[src/rtl/frwb_pkg.sv]
package frwb_pkg;
  typedef enum logic [1:0] {
    ST_IDLE  = 2'd0,
    ST_STALL = 2'd1,
    ST_FETCH = 2'd2
  } rwb_st_e;

  localparam logic [2:0] POL_STALL_ONLY = 3'b111;
  localparam logic [2:0] POL_STALL_IRQ  = 3'b110;
  localparam logic [2:0] POL_ABORT_IRQ  = 3'b100;
endpackage

[src/rtl/frwb_regs.sv]
module frwb_regs (
  input  logic       clk,
  input  logic       rst_n,
  input  logic       cfg_wr_i,
  input  logic [2:0] mode_wd_i,
  input  logic       bufen_wd_i,
  input  logic       clr_wr_i,
  input  logic [1:0] clr_wd_i,
  input  logic       set_stall_i,
  input  logic       set_abort_i,
  output logic [2:0] mode_o,
  output logic       bufen_o,
  output logic       irq_stall_o,
  output logic       irq_abort_o
);
  logic [2:0] mode_q;
  logic       bufen_q;
  logic       stl_q, stl_d;
  logic       abt_q, abt_d;

  always_comb begin
    stl_d = stl_q;
    abt_d = abt_q;
    if (clr_wr_i && clr_wd_i[0]) stl_d = 1'b0;
    if (clr_wr_i && clr_wd_i[1]) abt_d = 1'b0;
    if (set_stall_i) stl_d = 1'b1;
    if (set_abort_i) abt_d = 1'b1;
  end

  always_ff @(posedge clk or negedge rst_n) begin
    if (!rst_n) begin
      mode_q  <= frwb_pkg::POL_STALL_ONLY;
      bufen_q <= 1'b1;
    end else if (cfg_wr_i) begin
      mode_q  <= mode_wd_i;
      bufen_q <= bufen_wd_i;
    end
  end

  always_ff @(posedge clk or negedge rst_n) begin
    if (!rst_n) begin
      stl_q <= 1'b0;
      abt_q <= 1'b0;
    end else begin
      stl_q <= stl_d;
      abt_q <= abt_d;
    end
  end

  assign mode_o      = mode_q;
  assign bufen_o     = bufen_q;
  assign irq_stall_o = stl_q;
  assign irq_abort_o = abt_q;

  p_stall_w1c_r10: assert property (@(posedge clk) disable iff (!rst_n)
    (clr_wr_i && clr_wd_i[0] && !set_stall_i) |=> !irq_stall_o);
  p_abort_w1c_r10: assert property (@(posedge clk) disable iff (!rst_n)
    (clr_wr_i && clr_wd_i[1] && !set_abort_i) |=> !irq_abort_o);
  p_stall_sticky_r10: assert property (@(posedge clk) disable iff (!rst_n)
    (irq_stall_o && !clr_wr_i) |=> irq_stall_o);
endmodule

[src/rtl/frwb_hold.sv]
module frwb_hold #(
  parameter int AW = 16,
  parameter int LW = 128
) (
  input  logic          clk,
  input  logic          rst_n,
  input  logic          buf_en_i,
  input  logic          fill_i,
  input  logic [AW-1:0] fill_addr_i,
  input  logic [LW-1:0] fill_data_i,
  input  logic [AW-1:0] lk_addr_i,
  output logic          hit_o,
  output logic [LW-1:0] hit_data_o
);
  logic          vld_q, vld_d;
  logic [AW-1:0] tag_q;
  logic [LW-1:0] line_q;
  logic          load;

  assign load = buf_en_i && fill_i;

  always_comb begin
    vld_d = vld_q;
    if (!buf_en_i)  vld_d = 1'b0;
    else if (fill_i) vld_d = 1'b1;
  end

  always_ff @(posedge clk or negedge rst_n) begin
    if (!rst_n) vld_q <= 1'b0;
    else        vld_q <= vld_d;
  end

  always_ff @(posedge clk or negedge rst_n) begin
    if (!rst_n) begin
      tag_q  <= '0;
      line_q <= '0;
    end else if (load) begin
      tag_q  <= fill_addr_i;
      line_q <= fill_data_i;
    end
  end

  assign hit_o      = buf_en_i && vld_q && (tag_q == lk_addr_i);
  assign hit_data_o = line_q;

  p_reenable_empty_r9: assert property (@(posedge clk) disable iff (!rst_n)
    $rose(buf_en_i) |-> !vld_q);
endmodule

[src/rtl/frwb_fsm.sv]
module frwb_fsm #(
  parameter int AW = 16,
  parameter int LW = 128
) (
  input  logic          clk,
  input  logic          rst_n,
  input  logic [2:0]    mode_i,
  input  logic          rd_req_i,
  input  logic [AW-1:0] rd_addr_i,
  input  logic          hit_i,
  input  logic [LW-1:0] hit_data_i,
  input  logic          arr_busy_i,
  input  logic [LW-1:0] arr_rdata_i,
  output logic          rd_stall_o,
  output logic          rd_ack_o,
  output logic          rd_err_o,
  output logic [LW-1:0] rd_data_o,
  output logic          arr_rd_en_o,
  output logic [AW-1:0] arr_addr_o,
  output logic          arr_abort_o,
  output logic          fill_o,
  output logic [AW-1:0] fill_addr_o,
  output logic [LW-1:0] fill_data_o,
  output logic          set_stall_o,
  output logic          set_abort_o
);
  import frwb_pkg::*;

  rwb_st_e       st_q, st_d;
  logic [AW-1:0] addr_q, addr_d;
  logic          ack_q, ack_d;
  logic          err_q, err_d;
  logic [LW-1:0] data_q, data_d;
  logic          abt_q, abt_d;

  always_comb begin
    st_d        = st_q;
    addr_d      = addr_q;
    ack_d       = 1'b0;
    err_d       = 1'b0;
    data_d      = '0;
    abt_d       = 1'b0;
    arr_rd_en_o = 1'b0;
    arr_addr_o  = addr_q;
    fill_o      = 1'b0;
    set_stall_o = 1'b0;
    set_abort_o = 1'b0;
    unique case (st_q)
      ST_IDLE: begin
        if (rd_req_i) begin
          if (hit_i) begin
            ack_d  = 1'b1;
            data_d = hit_data_i;
          end else if (!arr_busy_i) begin
            arr_rd_en_o = 1'b1;
            arr_addr_o  = rd_addr_i;
            addr_d      = rd_addr_i;
            st_d        = ST_FETCH;
          end else if (!mode_i[2]) begin
            ack_d = 1'b1;
            err_d = 1'b1;
          end else begin
            addr_d      = rd_addr_i;
            st_d        = ST_STALL;
            abt_d       = !mode_i[1];
            set_stall_o = (mode_i == POL_STALL_IRQ);
            set_abort_o = (mode_i == POL_ABORT_IRQ);
          end
        end
      end
      ST_STALL: begin
        if (!arr_busy_i) begin
          arr_rd_en_o = 1'b1;
          st_d        = ST_FETCH;
        end
      end
      ST_FETCH: begin
        ack_d  = 1'b1;
        data_d = arr_rdata_i;
        fill_o = 1'b1;
        st_d   = ST_IDLE;
      end
      default: st_d = ST_IDLE;
    endcase
  end

  always_ff @(posedge clk or negedge rst_n) begin
    if (!rst_n) begin
      st_q   <= ST_IDLE;
      addr_q <= '0;
      ack_q  <= 1'b0;
      err_q  <= 1'b0;
      data_q <= '0;
      abt_q  <= 1'b0;
    end else begin
      st_q   <= st_d;
      addr_q <= addr_d;
      ack_q  <= ack_d;
      err_q  <= err_d;
      data_q <= data_d;
      abt_q  <= abt_d;
    end
  end

  assign rd_stall_o  = (st_q == ST_STALL);
  assign rd_ack_o    = ack_q;
  assign rd_err_o    = err_q;
  assign rd_data_o   = data_q;
  assign arr_abort_o = abt_q;
  assign fill_addr_o = addr_q;
  assign fill_data_o = arr_rdata_i;

  p_err_mode_r2: assert property (@(posedge clk) disable iff (!rst_n)
    rd_err_o |-> $past(!mode_i[2]));
  p_no_read_busy_r3: assert property (@(posedge clk) disable iff (!rst_n)
    arr_rd_en_o |-> !arr_busy_i);
  p_abort_pulse_r5: assert property (@(posedge clk) disable iff (!rst_n)
    arr_abort_o |=> !arr_abort_o);
  p_abort_in_stall_r5: assert property (@(posedge clk) disable iff (!rst_n)
    arr_abort_o |-> rd_stall_o);
endmodule

[src/rtl/flash_rwb_ctrl.sv]
module flash_rwb_ctrl #(
  parameter int AW = 16,
  parameter int LW = 128
) (
  input  logic          clk,
  input  logic          rst_n,
  input  logic          cfg_wr,
  input  logic [2:0]    cfg_mode_wd,
  input  logic          cfg_bufen_wd,
  input  logic          irq_clr_wr,
  input  logic [1:0]    irq_clr_wd,
  input  logic          bank_single,
  output logic [2:0]    cfg_mode_rd,
  output logic          cfg_bufen_rd,
  input  logic          rd_req,
  input  logic [AW-1:0] rd_addr,
  output logic          rd_stall,
  output logic          rd_ack,
  output logic          rd_err,
  output logic [LW-1:0] rd_data,
  input  logic          arr_busy,
  output logic          arr_rd_en,
  output logic [AW-1:0] arr_addr,
  input  logic [LW-1:0] arr_rdata,
  output logic          arr_abort,
  output logic          irq_stall,
  output logic          irq_abort
);
  logic [2:0]    mode_q, mode_eff;
  logic          bufen_q;
  logic          hit;
  logic [LW-1:0] hit_data;
  logic          fill;
  logic [AW-1:0] fill_addr;
  logic [LW-1:0] fill_data;
  logic          set_stall, set_abort;

  assign mode_eff     = bank_single ? frwb_pkg::POL_STALL_ONLY : mode_q;
  assign cfg_mode_rd  = mode_q;
  assign cfg_bufen_rd = bufen_q;

  frwb_regs u_regs (
    .clk         (clk),
    .rst_n       (rst_n),
    .cfg_wr_i    (cfg_wr),
    .mode_wd_i   (cfg_mode_wd),
    .bufen_wd_i  (cfg_bufen_wd),
    .clr_wr_i    (irq_clr_wr),
    .clr_wd_i    (irq_clr_wd),
    .set_stall_i (set_stall),
    .set_abort_i (set_abort),
    .mode_o      (mode_q),
    .bufen_o     (bufen_q),
    .irq_stall_o (irq_stall),
    .irq_abort_o (irq_abort)
  );

  frwb_hold #(.AW(AW), .LW(LW)) u_hold (
    .clk         (clk),
    .rst_n       (rst_n),
    .buf_en_i    (bufen_q),
    .fill_i      (fill),
    .fill_addr_i (fill_addr),
    .fill_data_i (fill_data),
    .lk_addr_i   (rd_addr),
    .hit_o       (hit),
    .hit_data_o  (hit_data)
  );

  frwb_fsm #(.AW(AW), .LW(LW)) u_fsm (
    .clk         (clk),
    .rst_n       (rst_n),
    .mode_i      (mode_eff),
    .rd_req_i    (rd_req),
    .rd_addr_i   (rd_addr),
    .hit_i       (hit),
    .hit_data_i  (hit_data),
    .arr_busy_i  (arr_busy),
    .arr_rdata_i (arr_rdata),
    .rd_stall_o  (rd_stall),
    .rd_ack_o    (rd_ack),
    .rd_err_o    (rd_err),
    .rd_data_o   (rd_data),
    .arr_rd_en_o (arr_rd_en),
    .arr_addr_o  (arr_addr),
    .arr_abort_o (arr_abort),
    .fill_o      (fill),
    .fill_addr_o (fill_addr),
    .fill_data_o (fill_data),
    .set_stall_o (set_stall),
    .set_abort_o (set_abort)
  );

  p_single_no_err_r11: assert property (@(posedge clk) disable iff (!rst_n)
    (bank_single && $past(bank_single)) |-> !rd_err);
endmodule

[config.mk]
export PLATFORM = sky130hd
export DESIGN_NAME = flash_rwb_ctrl
export DESIGN_NICKNAME = d
export VERILOG_FILES = /design/src/rtl/frwb_pkg.sv /design/src/rtl/frwb_regs.sv /design/src/rtl/frwb_hold.sv /design/src/rtl/frwb_fsm.sv /design/src/rtl/flash_rwb_ctrl.sv
export SDC_FILE = /design/constraint.sdc
export NUM_CORES = 1
export LEC_CHECK = 0
export ABC_CLOCK_PERIOD_IN_PS = 2000
export BUFFER_PORTS_ARGS = -buffer_cell sky130_fd_sc_hd__buf_2
export CORE_MARGIN = 2
export CORE_UTILIZATION = 45
export DETAILED_ROUTE_END_ITERATION = 6
export GPL_TIMING_DRIVEN = 1
export MAX_ROUTING_LAYER = met4
export PLACE_DENSITY = 0.7
export SYNTH_ARGS = -nofsm -noshare
export SYNTH_HDL_FRONTEND = slang
export SYNTH_SLANG_ARGS = --single-unit
[constraint.sdc]
create_clock -name clk -period 2 [get_ports clk]
set_input_delay 0.3 -clock clk [delete_from_list [all_inputs] [get_ports clk]]
set_output_delay 0.3 -clock clk [all_outputs]
set_load 0.01 [all_outputs]
==> impl_metrics.json, run 1 <==
{
  "row_count": 57,
  "synth-adder-area-share": 0,
  "p_leak_nw": 8.16,
  "numPortBuffers": 311,
  "grt_busiest_layer": "met2",
  "cts_max_level": 1,
  "grt_use_met2": 0.384,
  "grt_pass1_vias": 8652,
  "cts_root_buf": "clkbuf_16",
  "hold_path.class": "input port to flop",
  "place_congestion": 0.807,
  "first_pass_iters": 6,
  "cts_buffer_depth": 3,
  "tightest_slew_ps": 761,
  "die_height_um": 162,
  "worst_setup_path_start_kind": "flop",
  "synth_area_mm2": 0.0113,
  "clockPowerShare": 0.297,
  "nets": 1373,
  "period_minus_slack_ps": 2850,
  "mappedNetlistNets": 872,
  "hold_ws_ps": 27.0,
  "cts.sinks": 300,
  "synth_common_cells": "dfrtp_1 (296), mux2_2 (179), a22o_1 (128)",
  "die_area_mm2": 0.0264,
  "fin_util": 0.675,
  "setup_viol": 160,
  "use_met3": 0.0507,
  "start_util": 0.462,
  "synth_mux_area_frac": 0.178,
  "p_int_mw": 13.4,
  "seq_area_frac_synth": 0.665,
  "tns_ps": -36300,
  "via_per_inst": 5.18,
  "synth_top_area_cell": "dfrtp_1",
  "grt_pass1_wl_mm": 46.1,
  "syn_area_per_cell_um2": 15.8,
  "areaGrowthSynthToFinish_pct": 46.2,
  "drive_gt1_frac": 0.501,
  "synthCells": 715,
  "ys_seq_elements": 300,
  "grt-ovfl-total": 0,
  "rsz0062_at_grt": "yes",
  "cp.required_ps": 1700,
  "io_pins": 312,
  "clkTransAtPathRegs_ps": 60,
  "synth_top_family_by_area": "multiplexers",
  "critPathKind": "flop to primary output",
  "swShare": 0.260,
  "final_max_slew_viol_count": 0,
  "numCtsBuffers": 31,
  "grt_max_degree": 131,
  "drt_first_iter_violations": 456,
  "synth_cell_types": 28,
  "wire_per_inst_um": 18.9,
  "clock_latency_ps": 550,
  "synth_edf_count": 0,
  "arrival_ps": 2550,
  "synth.most_common_cell": "dfrtp_1",
  "ant_nets": 0,
  "use_met1": 0.283,
  "core-area_mm2": 0.0245,
  "synth_flop_cell": "dfrtp_1",
  "yosys_warnings": 0,
  "synth-simple-area-share": 0.0164,
  "synth.top_cell.area_share": 0.656,
  "routed_wl_mm": 29.4,
  "grt_usage": 0.228,
  "fin_worst_skew_ps": 9.59,
  "combPwrFrac": 0.216,
  "via_count": 8072,
  "peakVddDrop_uv": 730,
  "violations": "negative setup slack",
  "post-route-period-util": 1.42,
  "power_switching_mw": 4.73,
  "power.share.sequential": 0.487,
  "fmax_ghz": 0.351,
  "ys_async_sr_fraction": 1.00,
  "antenna_found_initial": 1,
  "synth_compound_area_frac": 0.106,
  "crit_fanout": 15,
  "setup_slack_ps": -848,
  "slew_headroom": 0.493,
  "power.density_mw_per_mm2": 1100,
  "status": "finished with violations",
  "final_hold_viol_count": 0,
  "drc": 0,
  "cts_tree": "done",
  "fillers": 1625,
  "fp.dieW_um": 162,
  "yosys.area_share.xor_xnor": 0.0124,
  "dp_hpwl_mm": 17.6,
  "synth_area_leaders": "dfrtp_1 (66%), mux2_2 (18%), a22o_1 (9.9%)",
  "end_kind": "primary output",
  "drv_cap": 0
}
final cells by class:
cell class                 instances  area (um2)  area share
multi-input combinational        368        3650       0.221
tap                              324         405      0.0245
timing repair buffer             514        3990       0.242
antenna                            1        2.50    0.000152
inverter                           1        3.75    0.000227
sequential                       300        7510       0.455
clock inverter                     5        56.3     0.00341
clock buffer                      46         892      0.0540
repair_timing:
| item | CTS | global route |
|---|---|---|
| setup buffers | 14 | 1 |
| gates cloned | 10 | 1 |
| pin swaps | 5 | 1 |
| gates resized for setup | 49 | 3 |
| hold buffers | 131 | 0 |
| endpoints found under the setup margin | 149 | 164 |
| endpoints found under the hold margin | 282 | 0 |
routing by layer:
layer	vias up	wire length, um	part of all wire
met4	0	692	0.024
met2	319	14500	0.49
met1	4059	12000	0.41
met5	-	0	0
li1	3643	-	-
met3	51	2190	0.074
registers in the layout, indices dropped and copies added, names as in the netlist:
signal,flops
u_regs.irq_stall_o,1
u_fsm.fill_addr_o,16
u_fsm.rd_err_o,1
u_fsm.rd_data_o,128
u_hold.vld_q,1
u_regs.bufen_o,1
u_fsm.st_q,2
u_fsm.arr_abort_o,1
u_regs.mode_o,3
u_hold.tag_q,16
u_regs.irq_abort_o,1
u_hold.hit_data_o,128
u_fsm.rd_ack_o,1
logic make-up after synthesis:
logic type                Yosys count
AOI/OAI and AO/OA                 137
xor gates and xnor gates           16
buffers and inverters              47
DFF                               300
muxes                             179
and+or+nand+nor                    36
placed cells by master (no fill, tap or decap), types with 2 or more instances in the layout:
master,instances
nor4_1,3
buf_6,26
xor2_1,12
dfstp_2,4
clkbuf_1,9
buf_2,298
xnor2_1,3
clkinv_2,2
dfrtp_1,296
clkbuf_16,33
buf_16,6
clkbuf_8,6
buf_8,3
nand2_1,10
o211ai_4,2
nor3_1,2
mux2_2,170
a22o_1,127
mux2_4,9
nand3_1,3
dlygate4sd3_1,131
buf_4,27
nor2b_1,4
o21ai_0,4
buf_12,20
nor2_1,5
power groups by stage:
stage	Combinational, mW	Clock [mW]	Sequential [mW]
4_1_cts	3.93	5.54	8.80
3_5_place_dp	3.52	0	8.89
3_3_place_gp	3.42	0	8.79
6_report	3.93	5.40	8.85
5_1_grt	4.25	5.78	9.06
2_1_floorplan	2.29	0	8.77
through the flow:
| step | area, um2 | instances | setup WS (ps) | total power, mW |
|---|---|---|---|---|
| 3_5_place_dp | 13600 | 1351 | -309 | 12.4 |
| 5_1_grt | 16500 | 1559 | -931 | 19.1 |
| 6_report | 16500 | 1559 | -848 | 18.2 |
| 2_1_floorplan | 11300 | 715 | -174 | 11.1 |
| 3_3_place_gp | 13600 | 1351 | -345 | 12.2 |
| 4_1_cts | 16500 | 1556 | -845 | 18.3 |
worst max-delay path, cell delays in order (launching register included):
cell      delay [ps]
dfrtp_1          400
xor2_1           180
nor4_1           290
nand3_1          210
o211ai_4         250
buf_12           190
mux2_2           340
buf_2            140
final timing paths:
path | end | slack (ps) | start | cells past startpoint
worst max-delay path | arr_addr[3] | -850 | u_hold.tag_q[4] | 7
worst min-delay path | u_fsm.fill_addr_o[0] | 30 | rd_addr[0] | 2
worst max register to register | u_fsm.rd_data_o[2] | -270 | u_hold.tag_q[0] | 12
worst min register to register | u_regs.irq_stall_o | 480 | u_regs.irq_stall_o | 2
max in group asynchronous | u_regs.bufen_o | 980 | rst_n | 3
min in group asynchronous | u_fsm.rd_data_o[29] | 260 | rst_n | 2
No activity file was read; power rests on OpenSTA's default activity.
==> inputs of run 2 (changes only) <==
CORE_UTILIZATION = 36   (was 45)
PLACE_DENSITY = 0.58   (was 0.7)
==> run 2 against run 1 <==
- the flow still finishes with violations (negative setup slack)
- via count fell by 10%
- non-clock buffer count fell by 158
- design area is 9.2% lower
- critical path depth unchanged
- critical path type unchanged
- highest routed layer unchanged
==> impl_metrics.json, run 2 (synthesized netlist as in run 1, its figures left out) <==
{
  "place_congestion": 0.785,
  "status": "finished with violations",
  "violations": "negative setup slack",
  "crit_start": "u_hold.tag_q[1]",
  "cts_buffer_depth": 3,
  "dp_cells": 1420,
  "r2r_setup_slack_ps": -120,
  "drt_first_iter_violations": 268,
  "preCtsSetupSlack_ps": -342,
  "fp.dieW_um": 181,
  "p_leak_nw": 7.50,
  "clock_latency_ps": 500,
  "start_util": 0.367,
  "setup_slack_ps": -759,
  "die_height_um": 181,
  "slowest_stage": "dfrtp_1",
  "numCtsBuffers": 35,
  "wire_per_inst_um": 17.7,
  "antenna_found_initial": 4,
  "tightest_slew_ps": 669,
  "final_max_slew_viol_count": 0,
  "drv_cap": 0,
  "fin_worst_skew_ps": 13.8,
  "crit_fanout": 11,
  "grt_usage": 0.167,
  "cts_root_buf": "clkbuf_16",
  "final_common_cell": "buf_2",
  "setup_viol": 161,
  "cp.required_ps": 1700,
  "final_hold_viol_count": 0,
  "dp_hpwl_mm": 18.2,
  "rsz0062_at_grt": "yes",
  "core-area_mm2": 0.0307,
  "cts_tree": "done",
  "drive_gt1_frac": 0.555,
  "slew_headroom": 0.554,
  "cp.buffers_inverters": 2,
  "hold_path.class": "input port to flop",
  "critPathCapture": "arr_addr[0]",
  "cts_setup_buffers": 0,
  "drc": 0,
  "fillers": 2750,
  "arrival_ps": 2460,
  "die_area_mm2": 0.0328,
  "grt_pass1_wl_mm": 42.5,
  "r2r_cells": 7,
  "post-route-period-util": 1.38,
  "clkTransAtPathRegs_ps": 50,
  "worstSetupPathDepth": 7,
  "end_kind": "primary output",
  "numPortBuffers": 311,
  "fin_cells": 1487,
  "power.density_mw_per_mm2": 1250,
  "nets": 1219,
  "cts_max_level": 2,
  "period_minus_slack_ps": 2760,
  "critPathKind": "flop to primary output",
  "worst_setup_path_start_kind": "flop",
  "r2r-end": "u_fsm.fill_addr_o[1]",
  "grt_max_degree": 112,
  "areaGrowthSynthToFinish_pct": 32.7,
  "mostFrequentLayoutCells": "buf_2 (300), dfrtp_1 (296), mux2_2 (164)",
  "cp_slowest_stage_delay_ps": 380,
  "cts.sinks": 300,
  "cp_top_family": "simple AND/OR/NAND/NOR gates",
  "ant_nets": 0,
  "fin_util": 0.488,
  "power_mw": 18.8,
  "fmax_ghz": 0.362,
  "first_pass_iters": 4,
  "hold_ws_ps": 33.8,
  "row_count": 64,
  "timing.rr.start": "u_hold.tag_q[3]",
  "peakVddDrop_uv": 831,
  "critical_path.cell_chain": "xor2_1 > nor4_2 > nand4_2 > o211ai_4 > buf_12 > mux2_2 > buf_2",
  "io_pins": 312,
  "grt-ovfl-total": 0,
  "via_count": 7236,
  "grt_pass1_vias": 7700,
  "via_per_inst": 4.87,
  "routed_wl_mm": 26.3
}
run 2: how the worst min path moves through the flow:
stage                         from                  end  slack (ps)  cells after the start
floorplan                    rst_n    u_fsm.arr_abort_o           4                      0
global placement             rst_n  u_fsm.rd_data_o[18]         250                      1
detailed placement           rst_n  u_fsm.rd_data_o[18]         250                      1
CTS                 cfg_mode_wd[1]     u_regs.mode_o[1]           2                      3
global route         arr_rdata[24]  u_fsm.rd_data_o[24]          10                      2
finish              cfg_mode_wd[1]     u_regs.mode_o[1]          30                      3
run 2: worst reg2reg max path, delay by kind of cell (launching register included):
kind	cells	cell delay [ps]
DFF	1	380
buffers and inverters	2	320
muxes	1	340
AOI/OAI and AO/OA	1	260
xor gates and xnor gates	1	180
and+or+nand+nor	2	530
run 2: layer usage:
metal | GRT usage | wire length [um] | vias up
met5 | - | 0 | -
met4 | 0.0459 | 613 | 0
met3 | 0.0528 | 1980 | 44
met2 | 0.259 | 12100 | 246
met1 | 0.212 | 11700 | 3597
li1 | - | - | 3349
run 2: final cells by class:
| cell class | count | area [um2] | share of cell area |
|---|---|---|---|
| sequential | 300 | 7510 | 0.501 |
| multi-input combinational | 368 | 3650 | 0.243 |
| timing repair buffer | 356 | 2150 | 0.143 |
| clock buffer | 48 | 1030 | 0.0685 |
| tap | 396 | 495 | 0.0330 |
| clock inverter | 13 | 149 | 0.00993 |
| antenna | 5 | 12.5 | 0.000834 |
| inverter | 1 | 3.75 | 0.000250 |
run 2: timing repair:
| action | in CTS | in global routing |
|---|---|---|
| endpoints found under the hold margin | 40 | 0 |
| endpoints found under the setup margin | 161 | 161 |
| gates resized for setup | 21 | 5 |
| hold buffers | 1 | 0 |
| pin swaps | 3 | 0 |
run 2: through the flow:
stage          setup TNS (ps)  cell area [um2]
2_1_floorplan           -2040            11300
6_report               -24150            15000
5_1_grt                -41060            15000
4_1_cts                -26330            15000
3_3_place_gp           -43140            13700
3_5_place_dp           -39470            13700
run 2: power by group:
part,leakage [nW],internal [mW],switching [mW],total (mW)
Combinational,3.16,2.18,1.45,3.62
Clock,0.580,3.98,2.42,6.40
Sequential,3.77,7.90,0.854,8.75
